==> src/rtl/pmuPkg.sv <==
package pmuPkg;
  // Strobes from the access decoder to the translation datapath
  typedef struct packed {
    logic bypass;   // address lies in the untranslated top window
    logic regWr;    // load page register selected by low address bits
    logic romRd;    // window read: steer ROM data back
    logic memRd;    // translated read
    logic memWr;    // translated write
  } pmuStrobes_t;
endpackage

==> src/rtl/pmuControl.sv <==
module pmuControl
  import pmuPkg::*;
#(
  parameter int LOG_W  = 16,
  parameter int WIN_W  = 8,   // upper address bits that must all be ones for the window
  parameter int HIGH_W = 3    // upper address bits that must all be ones for highSpace
) (
  input  logic [LOG_W-1:0] cpuAddr,
  input  logic             cpuValid,
  input  logic             cpuWrite,
  output pmuStrobes_t      strobes,
  output logic             highSpace
);
  logic inWindow;

  assign inWindow  = &cpuAddr[LOG_W-1 -: WIN_W];
  assign highSpace = &cpuAddr[LOG_W-1 -: HIGH_W];

  always_comb begin
    strobes.bypass = inWindow;
    strobes.regWr  = cpuValid &  cpuWrite &  inWindow;
    strobes.romRd  = cpuValid & ~cpuWrite &  inWindow;
    strobes.memRd  = cpuValid & ~cpuWrite & ~inWindow;
    strobes.memWr  = cpuValid &  cpuWrite & ~inWindow;
  end
endmodule

==> src/rtl/pmuDatapath.sv <==
module pmuDatapath
  import pmuPkg::*;
#(
  parameter int LOG_W   = 16,
  parameter int IDX_W   = 4,
  parameter int FRAME_W = 8,
  parameter int DATA_W  = 8
) (
  input  logic                       clk,
  input  logic                       rstN,
  input  logic [LOG_W-1:0]           cpuAddr,
  input  logic [DATA_W-1:0]          cpuWrData,
  input  logic [DATA_W-1:0]          romRdData,
  input  logic [DATA_W-1:0]          memRdData,
  input  pmuStrobes_t                strobes,
  output logic [FRAME_W+LOG_W-IDX_W-1:0] physAddr,
  output logic [DATA_W-1:0]          cpuRdData
);
  localparam int OFF_W   = LOG_W - IDX_W;
  localparam int PHYS_W  = FRAME_W + OFF_W;
  localparam int ENTRIES = 1 << IDX_W;
  localparam int INV_W   = IDX_W;            // stored-inverted low bits of an entry
  localparam int DIR_W   = FRAME_W - INV_W;  // stored-direct high bits of an entry

  logic [FRAME_W-1:0] pageReg [ENTRIES];
  logic [IDX_W-1:0]   wrIdx;
  logic [IDX_W-1:0]   rdIdx;
  logic [FRAME_W-1:0] selEntry;

  assign wrIdx = cpuAddr[IDX_W-1:0];
  assign rdIdx = cpuAddr[LOG_W-1 -: IDX_W];

  for (genvar i = 0; i < ENTRIES; i++) begin : gEntry
    localparam logic [IDX_W-1:0]   IDX_V = IDX_W'(i);
    localparam logic [FRAME_W-1:0] RST_V = {{DIR_W{1'b0}}, ~IDX_V};
    always_ff @(posedge clk) begin
      if (!rstN)
        pageReg[i] <= RST_V;
      else if (strobes.regWr && wrIdx == IDX_V)
        pageReg[i] <= cpuWrData[FRAME_W-1:0];
    end
  end

  assign selEntry = pageReg[rdIdx];

  always_comb begin
    if (strobes.bypass)
      physAddr = PHYS_W'(cpuAddr);
    else
      physAddr = {selEntry[FRAME_W-1:INV_W], ~selEntry[INV_W-1:0], cpuAddr[OFF_W-1:0]};
  end

  assign cpuRdData = strobes.romRd ? romRdData : memRdData;
endmodule

==> src/rtl/pageMapUnit.sv <==
module pageMapUnit
  import pmuPkg::*;
#(
  parameter int LOG_W   = 16,
  parameter int IDX_W   = 4,
  parameter int FRAME_W = 8,
  parameter int DATA_W  = 8,
  parameter int WIN_W   = 8,
  parameter int HIGH_W  = 3
) (
  input  logic                           clk,
  input  logic                           rstN,
  input  logic [LOG_W-1:0]               cpuAddr,
  input  logic                           cpuValid,
  input  logic                           cpuWrite,
  input  logic [DATA_W-1:0]              cpuWrData,
  input  logic [DATA_W-1:0]              romRdData,
  input  logic [DATA_W-1:0]              memRdData,
  output logic [DATA_W-1:0]              cpuRdData,
  output logic [FRAME_W+LOG_W-IDX_W-1:0] physAddr,
  output logic                           memRead,
  output logic                           memWrite,
  output logic                           romRead,
  output logic                           highSpace
);
  pmuStrobes_t strobes;

  pmuControl #(.LOG_W(LOG_W), .WIN_W(WIN_W), .HIGH_W(HIGH_W)) uCtrl (
    .cpuAddr  (cpuAddr),
    .cpuValid (cpuValid),
    .cpuWrite (cpuWrite),
    .strobes  (strobes),
    .highSpace(highSpace)
  );

  pmuDatapath #(.LOG_W(LOG_W), .IDX_W(IDX_W), .FRAME_W(FRAME_W), .DATA_W(DATA_W)) uPath (
    .clk      (clk),
    .rstN     (rstN),
    .cpuAddr  (cpuAddr),
    .cpuWrData(cpuWrData),
    .romRdData(romRdData),
    .memRdData(memRdData),
    .strobes  (strobes),
    .physAddr (physAddr),
    .cpuRdData(cpuRdData)
  );

  assign memRead  = strobes.memRd;
  assign memWrite = strobes.memWr;
  assign romRead  = strobes.romRd;
endmodule

==> config.mk <==
export PLATFORM = sky130hd
export DESIGN_NAME = pageMapUnit
export DESIGN_NICKNAME = d
export VERILOG_FILES = /design/src/rtl/pmuPkg.sv /design/src/rtl/pmuControl.sv /design/src/rtl/pmuDatapath.sv /design/src/rtl/pageMapUnit.sv
export SDC_FILE = /design/constraint.sdc
export NUM_CORES = 1
export LEC_CHECK = 0
export BUFFER_PORTS_ARGS = -buffer_cell sky130_fd_sc_hd__buf_2
export CAP_MARGIN = 20
export CORE_MARGIN = 4
export CORE_UTILIZATION = 63
export CTS_CLUSTER_SIZE = 14
export DETAILED_ROUTE_END_ITERATION = 10
export PLACE_DENSITY = 0.89
export SYNTH_ARGS = -nofsm -noshare
export SYNTH_HDL_FRONTEND = slang
export SYNTH_SLANG_ARGS = --single-unit
==> constraint.sdc <==
create_clock -name clk -period 8.6 [get_ports clk]
set_clock_uncertainty 0.2 [all_clocks]
set_input_delay 2.58 -clock clk [delete_from_list [all_inputs] [get_ports clk]]
set_output_delay 2.58 -clock clk [all_outputs]
set_load 0.01 [all_outputs]
* Word-level counts from Yosys, hierarchy flattened
Memories as Yosys holds them, arrays and structs flattened. Cells that the tools add are included.
Storage, ports and cells: input port bits 44, memories 1, output and inout port bits 32, logic and storage cells 127, bits in registers 0, memory bits (writable) 128
Memories:
- uPath.pageReg | words 16, bits a word 8, read ports 1, clocked after memory_dff 0, wr ports 16, RTL line pmuDatapath.sv:25 | logic [FRAME_W-1:0] pageReg [ENTRIES];
Cells by class: muxes and demuxes 67, equal/unequal tests 15, bitwise operators 25, reduce and logical (&&, ||, !) cells 19
Operator list (count):
- $mux W8 | 17
- $mux W1 | 49
- $eq A4 B4 Y1 const B | 8
- $mux W20 | 1
- $eq A4 B3 Y1 const B | 4
- $logic_and A1 B1 Y1 | 16
- $or A1 B1 Y1 | 16
- $eq A4 B2 Y1 const B | 2
- $reduce_and A8 Y1 | 1
- $and A1 B1 Y1 | 6
- $eq A4 B1 Y1 const B | 1
- $logic_not A4 Y1 | 1
- $not A4 Y4 | 1
- $reduce_and A3 Y1 | 1
- $not A1 Y1 | 2

* Longest topological paths before layout
Gate-level depths: netlist of run 1.
depth in word-level cells 7, gate-level depth with buffers 7, depth with buffers taken out 3

* Hierarchy
Synthesis of run 1 repeated with hierarchy kept, for this count alone.
Unflattened totals: cells, all modules 437, area total of the unflattened synthesis 6263.5 um^2
By module, submodules not included:
- pmuDatapath | seq. area each 3843.7 um^2, area an instance 6184.7 um^2, instances 1, cells each 424
- pmuControl | seq. area each 0.0 um^2, area an instance 78.8 um^2, instances 1, cells each 13

* Least setup slack after synthesis of run 1
Ideal clock, no wire load.
path type input port to output port, start point input port cpuAddr[13], end point output port physAddr[12], arrival time 4.014 ns, required time 5.820 ns, stages on the path 6, path slack 1.806 ns, path buffers 3, cell sequence buf_2 buf_4 buf_2 mux4_2 a22o_1 a31oi_1
Between the ends: longest elaborated chain between the ends 3, elaborated cells between the ends (all ways) 4, classes of those cells mux: 1; bitwise: 1; reduce/logical: 1; memory: 1
Ends and longest elaborated chain:
- start, declared | RTL line pageMapUnit.sv:13 | input logic [LOG_W-1:0] cpuAddr,
- $mem_v2 Z16 W8
- $not A4 Y4 | RTL line pmuDatapath.sv:50 | physAddr = {selEntry[FRAME_W-1:INV_W], ~selEntry[INV_W-1:0], cpuAddr[OFF_W-1:0]};
- $mux W20 (*) | RTL line pmuDatapath.sv:47 | if (strobes.bypass)
- end, declared | RTL line pageMapUnit.sv:20 | output logic [FRAME_W+LOG_W-IDX_W-1:0] physAddr,
Every way passes the cells marked *; elsewhere a longest branch is shown, timed or not.

* Worst setup path after layout of run 1
start point input port cpuAddr[13], end point output port cpuRdData[5]
Between the ends: longest elaborated chain between the ends 3
Ends and longest elaborated chain:
- $reduce_and A8 Y1 | RTL line pmuControl.sv:16 | assign inWindow = &cpuAddr[LOG_W-1 -: WIN_W];
- $and A1 B1 Y1 | RTL line pmuControl.sv:22 | strobes.romRd = cpuValid & ~cpuWrite & inWindow;
- $mux W8 | RTL line pmuDatapath.sv:53 | assign cpuRdData = strobes.romRd ? romRdData : memRdData;
- end, declared | RTL line pageMapUnit.sv:19 | output logic [DATA_W-1:0] cpuRdData,
Every way passes these cells.

==> metrics.txt, run 1 <==
# TYPE chip_impl_metric gauge
chip_impl_info{name="status",value="complete, no violations"} 1
chip_impl_metric{name="synth_adder_area_share",unit=""} 0
chip_impl_metric{name="worst_ep_arrival_time",unit="ns"} 4.78
chip_impl_metric{name="placer_s_final_routability_congestion_estimate",unit=""} 0.846
chip_impl_metric{name="globalRouteTotalUtil",unit=""} 0.319
chip_impl_metric{name="timing.slew.headroom",unit=""} 0.251
chip_impl_info{name="startpoint_type",value="input port"} 1
chip_impl_metric{name="finalCriticalPeriod",unit="ns"} 7.56
chip_impl_metric{name="post_drt_via_cell_ratio",unit=""} 7.69
chip_impl_metric{name="final.setup.tns",unit="ns"} 0
chip_impl_metric{name="cts.sink_count",unit=""} 128
chip_impl_metric{name="max-clock-path-buffers",unit=""} 2
chip_impl_metric{name="post_synth_and_or_nand_nor_area_fraction",unit=""} 0.164
chip_impl_metric{name="critical_path_peak_fanout",unit=""} 19
chip_impl_metric{name="grt_antenna_before_repair",unit=""} 0
chip_impl_metric{name="maximum_level_of_the_cts_h_tree",unit=""} 4
chip_impl_metric{name="drt.antenna.violating_nets",unit=""} 0
chip_impl_metric{name="max_cap_viol_count",unit=""} 0
chip_impl_metric{name="insertedDiodeCount",unit=""} 0
chip_impl_metric{name="dieWidth",unit="µm"} 109
chip_impl_metric{name="post_synthesis_instance_total",unit=""} 454
chip_impl_info{name="hold_path_class",value="in -> reg"} 1
chip_impl_info{name="top_regs",value="uPath.pageReg (128)"} 1
chip_impl_metric{name="area.growth.synth_to_final",unit="%"} 14.5
chip_impl_metric{name="die_area",unit="µm²"} 11800
chip_impl_metric{name="post_placement_worst_setup_slack",unit="ns"} 1.15
chip_impl_info{name="synth_top_family_by_area",value="simple AND/OR/NAND/NOR gates"} 1
chip_impl_metric{name="maxSlewViolCount",unit=""} 0
chip_impl_metric{name="syn-mean-instance-area",unit="µm²"} 14.0
chip_impl_metric{name="worst_vdd_drop",unit="µV"} 138
chip_impl_metric{name="finalHoldViolCount",unit=""} 0
chip_impl_metric{name="final.setup.worst_slack",unit="ns"} 1.04
chip_impl_metric{name="drtPass1Iterations",unit=""} 7
chip_impl_metric{name="timing.final.crit_share",unit=""} 0.879
chip_impl_metric{name="yosysTopAreaCellShare",unit=""} 0.603
chip_impl_metric{name="drt_wl_total",unit="µm"} 18500
chip_impl_metric{name="worst_setup_hold_path_clk_slew",unit="ns"} 0.06
chip_impl_metric{name="synth.ff_latch_count",unit=""} 128
chip_impl_metric{name="synth_enable_flop_cells",unit=""} 128
chip_impl_metric{name="power_per_cell_area",unit="nW/µm²"} 211
chip_impl_info{name="synth_flop_cell",value="sky130_fd_sc_hd__edfxtp_1"} 1
chip_impl_metric{name="syn_nets",unit=""} 498
chip_impl_metric{name="first_global_vias",unit=""} 4792
chip_impl_metric{name="yosys.area_share.xor_xnor",unit=""} 0
chip_impl_info{name="netlist.top_cell.by_area",value="sky130_fd_sc_hd__edfxtp_1"} 1
chip_impl_metric{name="cp.required",unit="ns"} 5.82
chip_impl_metric{name="synth_compound_gate_area_share",unit=""} 0.0393
chip_impl_metric{name="cts_resized",unit=""} 0
chip_impl_info{name="cp-startpoint",value="cpuAddr[13]"} 1
chip_impl_metric{name="number_of_buffers_added_to_fix_hold_violations_after_cts",unit=""} 0
chip_impl_metric{name="grt_start_max_net_pins",unit=""} 129
chip_impl_metric{name="design.core.area",unit="µm²"} 9820
chip_impl_metric{name="final_net_count",unit=""} 540
chip_impl_metric{name="initial_cell_density_of_the_core",unit=""} 0.649
chip_impl_metric{name="num_vias",unit=""} 4940
chip_impl_metric{name="yosys_warnings",unit=""} 0
chip_impl_metric{name="post-cts-setup-buffers",unit=""} 0
chip_impl_info{name="netlist_top_cells_area",value="sky130_fd_sc_hd__edfxtp_1, sky130_fd_sc_hd__mux4_2, sky130_fd_sc_hd__nor4_1"} 1
chip_impl_metric{name="synthArstFlopShare",unit=""} 0
chip_impl_info{name="worst_setup_path_endpoint",value="cpuRdData[5]"} 1
chip_impl_metric{name="distinct_cells_synth",unit=""} 28
chip_impl_metric{name="tightest_slew",unit="ns"} 1.12
chip_impl_info{name="cts_tree",value="yes"} 1
chip_impl_info{name="critical_path_class",value="in -> out"} 1
chip_impl_metric{name="drt_drc_violations_left",unit=""} 0
chip_impl_metric{name="power.static_leakage",unit="nW"} 2.35
chip_impl_info{name="clock-root-buffer",value="sky130_fd_sc_hd__clkbuf_8"} 1
chip_impl_metric{name="synthesis.area",unit="µm²"} 6370
chip_impl_info{name="registers.top_by_ff_count",value="uPath.pageReg"} 1
chip_impl_metric{name="final-setup-viol-count",unit=""} 0
chip_impl_metric{name="fp.dieH",unit="µm"} 109
chip_impl_metric{name="rows",unit=""} 36
chip_impl_metric{name="dp.final_hpwl",unit="µm"} 9810
chip_impl_metric{name="first_iter_violations",unit=""} 747
chip_impl_metric{name="first_pass_grt_wire_length",unit="µm"} 27100
chip_impl_metric{name="synth.yosys.seq_area_share",unit=""} 0.603
chip_impl_info{name="crit_path_end_kind",value="output port"} 1
chip_impl_info{name="rsz_0062_raised_after_global_routing",value="no"} 1
chip_impl_metric{name="input_output_buffers",unit=""} 67
chip_impl_metric{name="largest_register_ffs",unit=""} 128
chip_impl_metric{name="routedWlPerCell",unit="µm"} 28.8
chip_impl_metric{name="tritoncts.num_buffers",unit=""} 17
chip_impl_metric{name="multiplexer_share_of_the_synthesized_area",unit=""} 0.134
chip_impl_metric{name="drive_gt1_frac",unit=""} 0.354
chip_impl_metric{name="overflow",unit=""} 0
chip_impl_metric{name="io_pins",unit=""} 76
chip_impl_metric{name="max_clock_freq",unit="MHz"} 132
## stage by stage
step	instances	power [mW]	utilization	hold WS, ns	cell area, µm²
after global placement	607	0.871	0.681	2.78	6680
after floorplan	454	0.824	-	2.56	6370
final	642	1.54	0.744	2.27	7300
after detailed placement	607	0.878	0.681	2.79	6680
after global routing	642	1.58	0.744	2.27	7300
after CTS	639	1.53	0.737	2.25	7230
## logic make-up (layout without fill, tap and decap cells)
family	after synthesis	count (layout)
and+or+nand+nor	162	162
buffers and inverters	76	131
muxes	48	48
DFF	128	128
AOI/OAI and AO/OA	40	40
## worst min path at each step
stage                 startpoint                  end  slack [ns]  cells after the start
floorplan           cpuWrData[0]  uPath.pageReg[0][0]        2.56                      1
global placement    cpuWrData[3]  uPath.pageReg[6][3]        2.78                      2
detailed placement  cpuWrData[2]  uPath.pageReg[2][2]        2.79                      2
CTS                 cpuWrData[3]  uPath.pageReg[2][3]        2.25                      2
global route        cpuWrData[3]  uPath.pageReg[3][3]        2.27                      2
finish              cpuWrData[3]  uPath.pageReg[3][3]        2.27                      2
## cell type report
type / count / area, µm²
clock buffer: 18 / 418
clock inverter: 14 / 133
fill: 541 / 2520
inverter: 9 / 33.8
multi-input combinational: 250 / 2150
sequential: 128 / 3840
tap: 133 / 166
timing repair buffer: 90 / 552
## critical path, cell delays in order
cell and delay, ns:
sky130_fd_sc_hd__buf_2 0.48, sky130_fd_sc_hd__nand4_2 0.47, sky130_fd_sc_hd__nor3_2 0.68, sky130_fd_sc_hd__mux2_2 0.41, sky130_fd_sc_hd__buf_2 0.14
## cells in the final DEF, fill, tap and decap left out, drive strengths merged
| cell type | n |
|---|---|
| edfxtp | 128 |
| nor4 | 96 |
| buf | 90 |
| or4 | 33 |
| mux4 | 28 |
| mux2 | 20 |
| clkbuf | 18 |
| o21ai | 16 |
| inv | 12 |
| clkinv | 10 |
| or2 | 8 |
| a31oi | 8 |
| nand2b | 6 |
| nor2 | 5 |
| o211ai | 4 |
| a22oi | 4 |
| o22ai | 4 |
| a22o | 4 |
| or3 | 4 |
| nor2b | 3 |
| nand2 | 3 |
| nand4 | 2 |
| nor3 | 1 |
| and3 | 1 |
| bufinv | 1 |
## where the power goes
part,internal (mW),leakage (nW),switching (mW)
combinational,0.0559,0.840,0.0961
clock,0.387,0.274,0.276
sequential,0.716,1.23,0.0117
## per-layer routing
metal	global-route usage	part of all wire	vias to the layer above
met5	0	0	-
met4	0.173	0.067	0
met2	0.530	0.48	513
met1	0.376	0.32	2321
met3	0.0931	0.13	125
li1	-	-	1981
## cells in the mapped netlist, types with 4 or more instances
| cell type | n |
|---|---|
| sky130_fd_sc_hd__nand2b_1 | 6 |
| sky130_fd_sc_hd__or4_1 | 32 |
| sky130_fd_sc_hd__o22ai_1 | 4 |
| sky130_fd_sc_hd__nor2_1 | 5 |
| sky130_fd_sc_hd__inv_1 | 9 |
| sky130_fd_sc_hd__o21ai_0 | 16 |
| sky130_fd_sc_hd__mux4_2 | 28 |
| sky130_fd_sc_hd__or2_2 | 8 |
| sky130_fd_sc_hd__a22o_1 | 4 |
| sky130_fd_sc_hd__nor4_1 | 96 |
| sky130_fd_sc_hd__buf_4 | 14 |
| sky130_fd_sc_hd__a22oi_1 | 4 |
| sky130_fd_sc_hd__or3_1 | 4 |
| sky130_fd_sc_hd__clkbuf_1 | 39 |
| sky130_fd_sc_hd__mux2_2 | 20 |
| sky130_fd_sc_hd__buf_6 | 4 |
| sky130_fd_sc_hd__a31oi_1 | 8 |
| sky130_fd_sc_hd__o211ai_1 | 4 |
| sky130_fd_sc_hd__edfxtp_1 | 128 |
| sky130_fd_sc_hd__buf_2 | 7 |
No activity file was read; power rests on OpenSTA's default activity.
==> inputs of run 2 (changes only) <==
--- a/config.mk
+++ b/config.mk
@@ -5,6 +5,7 @@
 export SDC_FILE = /design/constraint.sdc
 export NUM_CORES = 1
 export LEC_CHECK = 0
+export ABC_AREA = 1
 export BUFFER_PORTS_ARGS = -buffer_cell sky130_fd_sc_hd__buf_2
 export CAP_MARGIN = 20
 export CORE_MARGIN = 4
==> constraint.sdc (replaced) <==
create_clock -name clk -period 8.6 [get_ports clk]
set_clock_uncertainty 0.2 [all_clocks]
set_input_delay 2.58 -clock clk [delete_from_list [all_inputs] [get_ports clk]]
set_output_delay 2.58 -clock clk [all_outputs]
set_load 0.02 [all_outputs]
==> run 2 against run 1 <==
Sequential share of layout area shrank 0.67 points. Power shrank 2.1%. Critical path depth grew 6. Hold slack gained 0.080 ns. Sequential power is essentially flat. Via count grew 8.5%. Core utilization shrank 2.4 points. Clock-buffer cell count shrank 1. Die area grew 3.1%. Synthesized area grew 3.4%. Critical endpoint unchanged. Largest cell class unchanged. Largest power group unchanged. Highest routed layer unchanged.
==> metrics.txt, run 2 <==
# TYPE chip_impl_metric gauge
chip_impl_metric{name="cts.sink_count",unit=""} 128
chip_impl_info{name="rsz_0062_raised_after_global_routing",value="no"} 1
chip_impl_metric{name="drt.antenna.violating_nets",unit=""} 0
chip_impl_metric{name="first_pass_grt_wire_length",unit="µm"} 25500
chip_impl_metric{name="final.setup.worst_slack",unit="ns"} 1.02
chip_impl_metric{name="met2RoutedLength",unit="µm"} 7870
chip_impl_metric{name="drt_wl_total",unit="µm"} 16600
chip_impl_info{name="registers.top_by_ff_count",value="uPath.pageReg"} 1
chip_impl_metric{name="final_net_count",unit=""} 803
chip_impl_metric{name="clock_network_power_share",unit=""} 0.422
chip_impl_metric{name="synth_enable_flop_cells",unit=""} 128
chip_impl_metric{name="maximum_level_of_the_cts_h_tree",unit=""} 4
chip_impl_metric{name="grt_start_max_net_pins",unit=""} 65
chip_impl_metric{name="dieWidth",unit="µm"} 110
chip_impl_metric{name="design.core.area",unit="µm²"} 10300
chip_impl_metric{name="fp.dieH",unit="µm"} 110
chip_impl_metric{name="drtPass1Iterations",unit=""} 5
chip_impl_metric{name="synth.yosys.seq_area_share",unit=""} 0.583
chip_impl_metric{name="synthArstFlopShare",unit=""} 0
chip_impl_metric{name="max_clock_freq",unit="MHz"} 132
chip_impl_metric{name="power_frac_comb",unit=""} 0.097
chip_impl_info{name="crit_path_end_kind",value="output port"} 1
chip_impl_info{name="yosys-top-cells-count",value="sky130_fd_sc_hd__nand2_1, sky130_fd_sc_hd__edfxtp_1, sky130_fd_sc_hd__nor2_1, sky130_fd_sc_hd__nand3_1, sky130_fd_sc_hd__inv_1"} 1
chip_impl_metric{name="initial_cell_density_of_the_core",unit=""} 0.641
chip_impl_info{name="final_cell_mix",value="sky130_fd_sc_hd__nand2_1, sky130_fd_sc_hd__edfxtp_1, sky130_fd_sc_hd__nor2_1"} 1
chip_impl_info{name="most_frequent_standard_cell_in_the_layout_excluding_fill_and_tap_cells",value="sky130_fd_sc_hd__nand2_1"} 1
chip_impl_metric{name="worst_setup_hold_path_clk_slew",unit="ns"} 0.06
chip_impl_info{name="netlist.top_cell.by_area",value="sky130_fd_sc_hd__edfxtp_1"} 1
chip_impl_metric{name="power_per_cell_area",unit="nW/µm²"} 204
chip_impl_metric{name="first_global_vias",unit=""} 5023
chip_impl_metric{name="place_inst",unit=""} 872
chip_impl_metric{name="post_synthesis_instance_total",unit=""} 714
chip_impl_metric{name="p_sw_frac",unit=""} 0.237
chip_impl_metric{name="totalPowerFinal",unit="mW"} 1.51
chip_impl_metric{name="synth.ff_latch_count",unit=""} 128
chip_impl_metric{name="drive_gt1_frac",unit=""} 0.178
chip_impl_metric{name="num_vias",unit=""} 5361
chip_impl_metric{name="synthesis.area",unit="µm²"} 6590
chip_impl_metric{name="switching_power",unit="µW"} 358
chip_impl_metric{name="power.static_leakage",unit="nW"} 3.14
chip_impl_metric{name="finalHoldViolCount",unit=""} 0
chip_impl_metric{name="cpPeakStageDelay",unit="ns"} 0.47
chip_impl_info{name="critical_path_class",value="in -> out"} 1
chip_impl_metric{name="critical_path_peak_fanout",unit=""} 41
chip_impl_metric{name="area.growth.synth_to_final",unit="%"} 12.2
chip_impl_info{name="cts_tree",value="yes"} 1
chip_impl_metric{name="finalCriticalPeriod",unit="ns"} 7.58
chip_impl_metric{name="cp.required",unit="ns"} 5.82
chip_impl_metric{name="cellInternalPower",unit="mW"} 1.15
chip_impl_metric{name="insertedDiodeCount",unit=""} 0
chip_impl_metric{name="timing.final.crit_share",unit=""} 0.882
chip_impl_metric{name="yosys_warnings",unit=""} 0
chip_impl_metric{name="tightest_slew",unit="ns"} 1.04
chip_impl_metric{name="input_output_buffers",unit=""} 67
chip_impl_info{name="startpoint_type",value="input port"} 1
chip_impl_metric{name="cts_resized",unit=""} 0
chip_impl_info{name="critical_path.slowest_cell",value="sky130_fd_sc_hd__buf_4"} 1
chip_impl_metric{name="worst_vdd_drop",unit="µV"} 112
chip_impl_metric{name="critical_path.n_buffers_inverters",unit=""} 5
chip_impl_metric{name="io_pins",unit=""} 76
chip_impl_metric{name="overflow",unit=""} 0
chip_impl_info{name="top_regs",value="uPath.pageReg (128)"} 1
chip_impl_metric{name="yosysTopAreaCellShare",unit=""} 0.583
chip_impl_metric{name="max_cap_viol_count",unit=""} 0
chip_impl_metric{name="post-cts-setup-buffers",unit=""} 0
chip_impl_metric{name="routedLengthMet1",unit="µm"} 5650
chip_impl_metric{name="worst_ep_arrival_time",unit="ns"} 4.80
chip_impl_metric{name="distinct_cells_synth",unit=""} 25
chip_impl_metric{name="worst_hold_slack",unit="ns"} 2.35
chip_impl_info{name="crit_chain",value="buf_2 > buf_4 > nand2_2 > nor2_4 > nand2_1 > inv_1 > nand2_2 > clkinv_1 > nand2_1 > nand2_1 > buf_2"} 1
chip_impl_metric{name="dr_wl_met3",unit="µm"} 2280
chip_impl_metric{name="dp.final_hpwl",unit="µm"} 11000
chip_impl_metric{name="final.setup.tns",unit="ns"} 0
chip_impl_metric{name="grt_antenna_before_repair",unit=""} 0
chip_impl_info{name="yosys.cell_count.top_type",value="sky130_fd_sc_hd__nand2_1"} 1
chip_impl_info{name="netlist_top_cells_area",value="sky130_fd_sc_hd__edfxtp_1, sky130_fd_sc_hd__nand2_1, sky130_fd_sc_hd__nor2_1"} 1
chip_impl_metric{name="maxSlewViolCount",unit=""} 0
chip_impl_metric{name="timing.slew.headroom",unit=""} 0.309
chip_impl_metric{name="post_drt_via_cell_ratio",unit=""} 5.92
chip_impl_metric{name="pwr-share-seq",unit=""} 0.481
chip_impl_info{name="critPathTopFamily",value="buffers and inverters"} 1
chip_impl_metric{name="first_iter_violations",unit=""} 726
chip_impl_metric{name="tritoncts.num_buffers",unit=""} 17
chip_impl_metric{name="syn-mean-instance-area",unit="µm²"} 9.23
chip_impl_info{name="timing.critical_path.mode_cell",value="sky130_fd_sc_hd__nand2_1"} 1
chip_impl_info{name="status",value="complete, no violations"} 1
chip_impl_metric{name="drt_drc_violations_left",unit=""} 0
chip_impl_metric{name="number_of_buffers_added_to_fix_hold_violations_after_cts",unit=""} 0
chip_impl_metric{name="globalRouteTotalUtil",unit=""} 0.288
chip_impl_metric{name="placer_s_final_routability_congestion_estimate",unit=""} 0.947
chip_impl_metric{name="post_placement_worst_setup_slack",unit="ns"} 1.10
chip_impl_metric{name="rows",unit=""} 37
chip_impl_metric{name="final-setup-viol-count",unit=""} 0
chip_impl_info{name="clock-root-buffer",value="sky130_fd_sc_hd__clkbuf_8"} 1
chip_impl_metric{name="stdcell_count",unit=""} 905
chip_impl_metric{name="syn_nets",unit=""} 758
chip_impl_metric{name="max-clock-path-buffers",unit=""} 2
chip_impl_metric{name="routedWlPerCell",unit="µm"} 18.4
chip_impl_info{name="highest_layer",value="met4"} 1
chip_impl_metric{name="die_area",unit="µm²"} 12200
chip_impl_info{name="hold_path_class",value="in -> reg"} 1
chip_impl_info{name="synth_flop_cell",value="sky130_fd_sc_hd__edfxtp_1"} 1
chip_impl_metric{name="largest_register_ffs",unit=""} 128
-- run 2: logic make-up after synthesis --
group / share of synthesized area
AOI/OAI and AO/OA: 0.0129
buffers and inverters: 0.0649
DFF: 0.583
and+or+nand+nor: 0.339
-- run 2: power by group through the flow --
stage / combinational [mW] / clock [mW] / sequential (mW)
2_1_floorplan: 0.100 / 0 / 0.734
3_3_place_gp: 0.137 / 0 / 0.737
3_5_place_dp: 0.141 / 0 / 0.738
4_1_cts: 0.142 / 0.634 / 0.726
5_1_grt: 0.159 / 0.662 / 0.729
6_report: 0.146 / 0.637 / 0.727
-- run 2: layer usage --
metal  track usage  vias up
li1              -     2437
met1         0.356     2454
met2         0.470      408
met3        0.0757       62
met4         0.143        0
met5             0        -
-- run 2: cell type report --
class / instances / area [µm²]
sequential: 128 / 3840
fill: 693 / 2880
multi-input combinational: 495 / 2320
clock buffer: 17 / 414
timing repair buffer: 74 / 384
tap: 136 / 170
inverter: 43 / 161
clock inverter: 12 / 103
-- run 2: metrics by stage --
stage / util / cell area (µm²)
CTS: 0.717 / 7370
detailed placement: 0.666 / 6850
global placement: 0.666 / 6840
finish: 0.720 / 7390
global route: 0.720 / 7390
floorplan: - / 6590
-- run 2: final timing paths --
| path | startpoint | to | cells past startpoint |
|---|---|---|---|
| worst max-delay path | cpuAddr[12] | cpuRdData[5] | 11 |
| worst min-delay path | cpuAddr[3] | uPath.pageReg[2][0] | 3 |
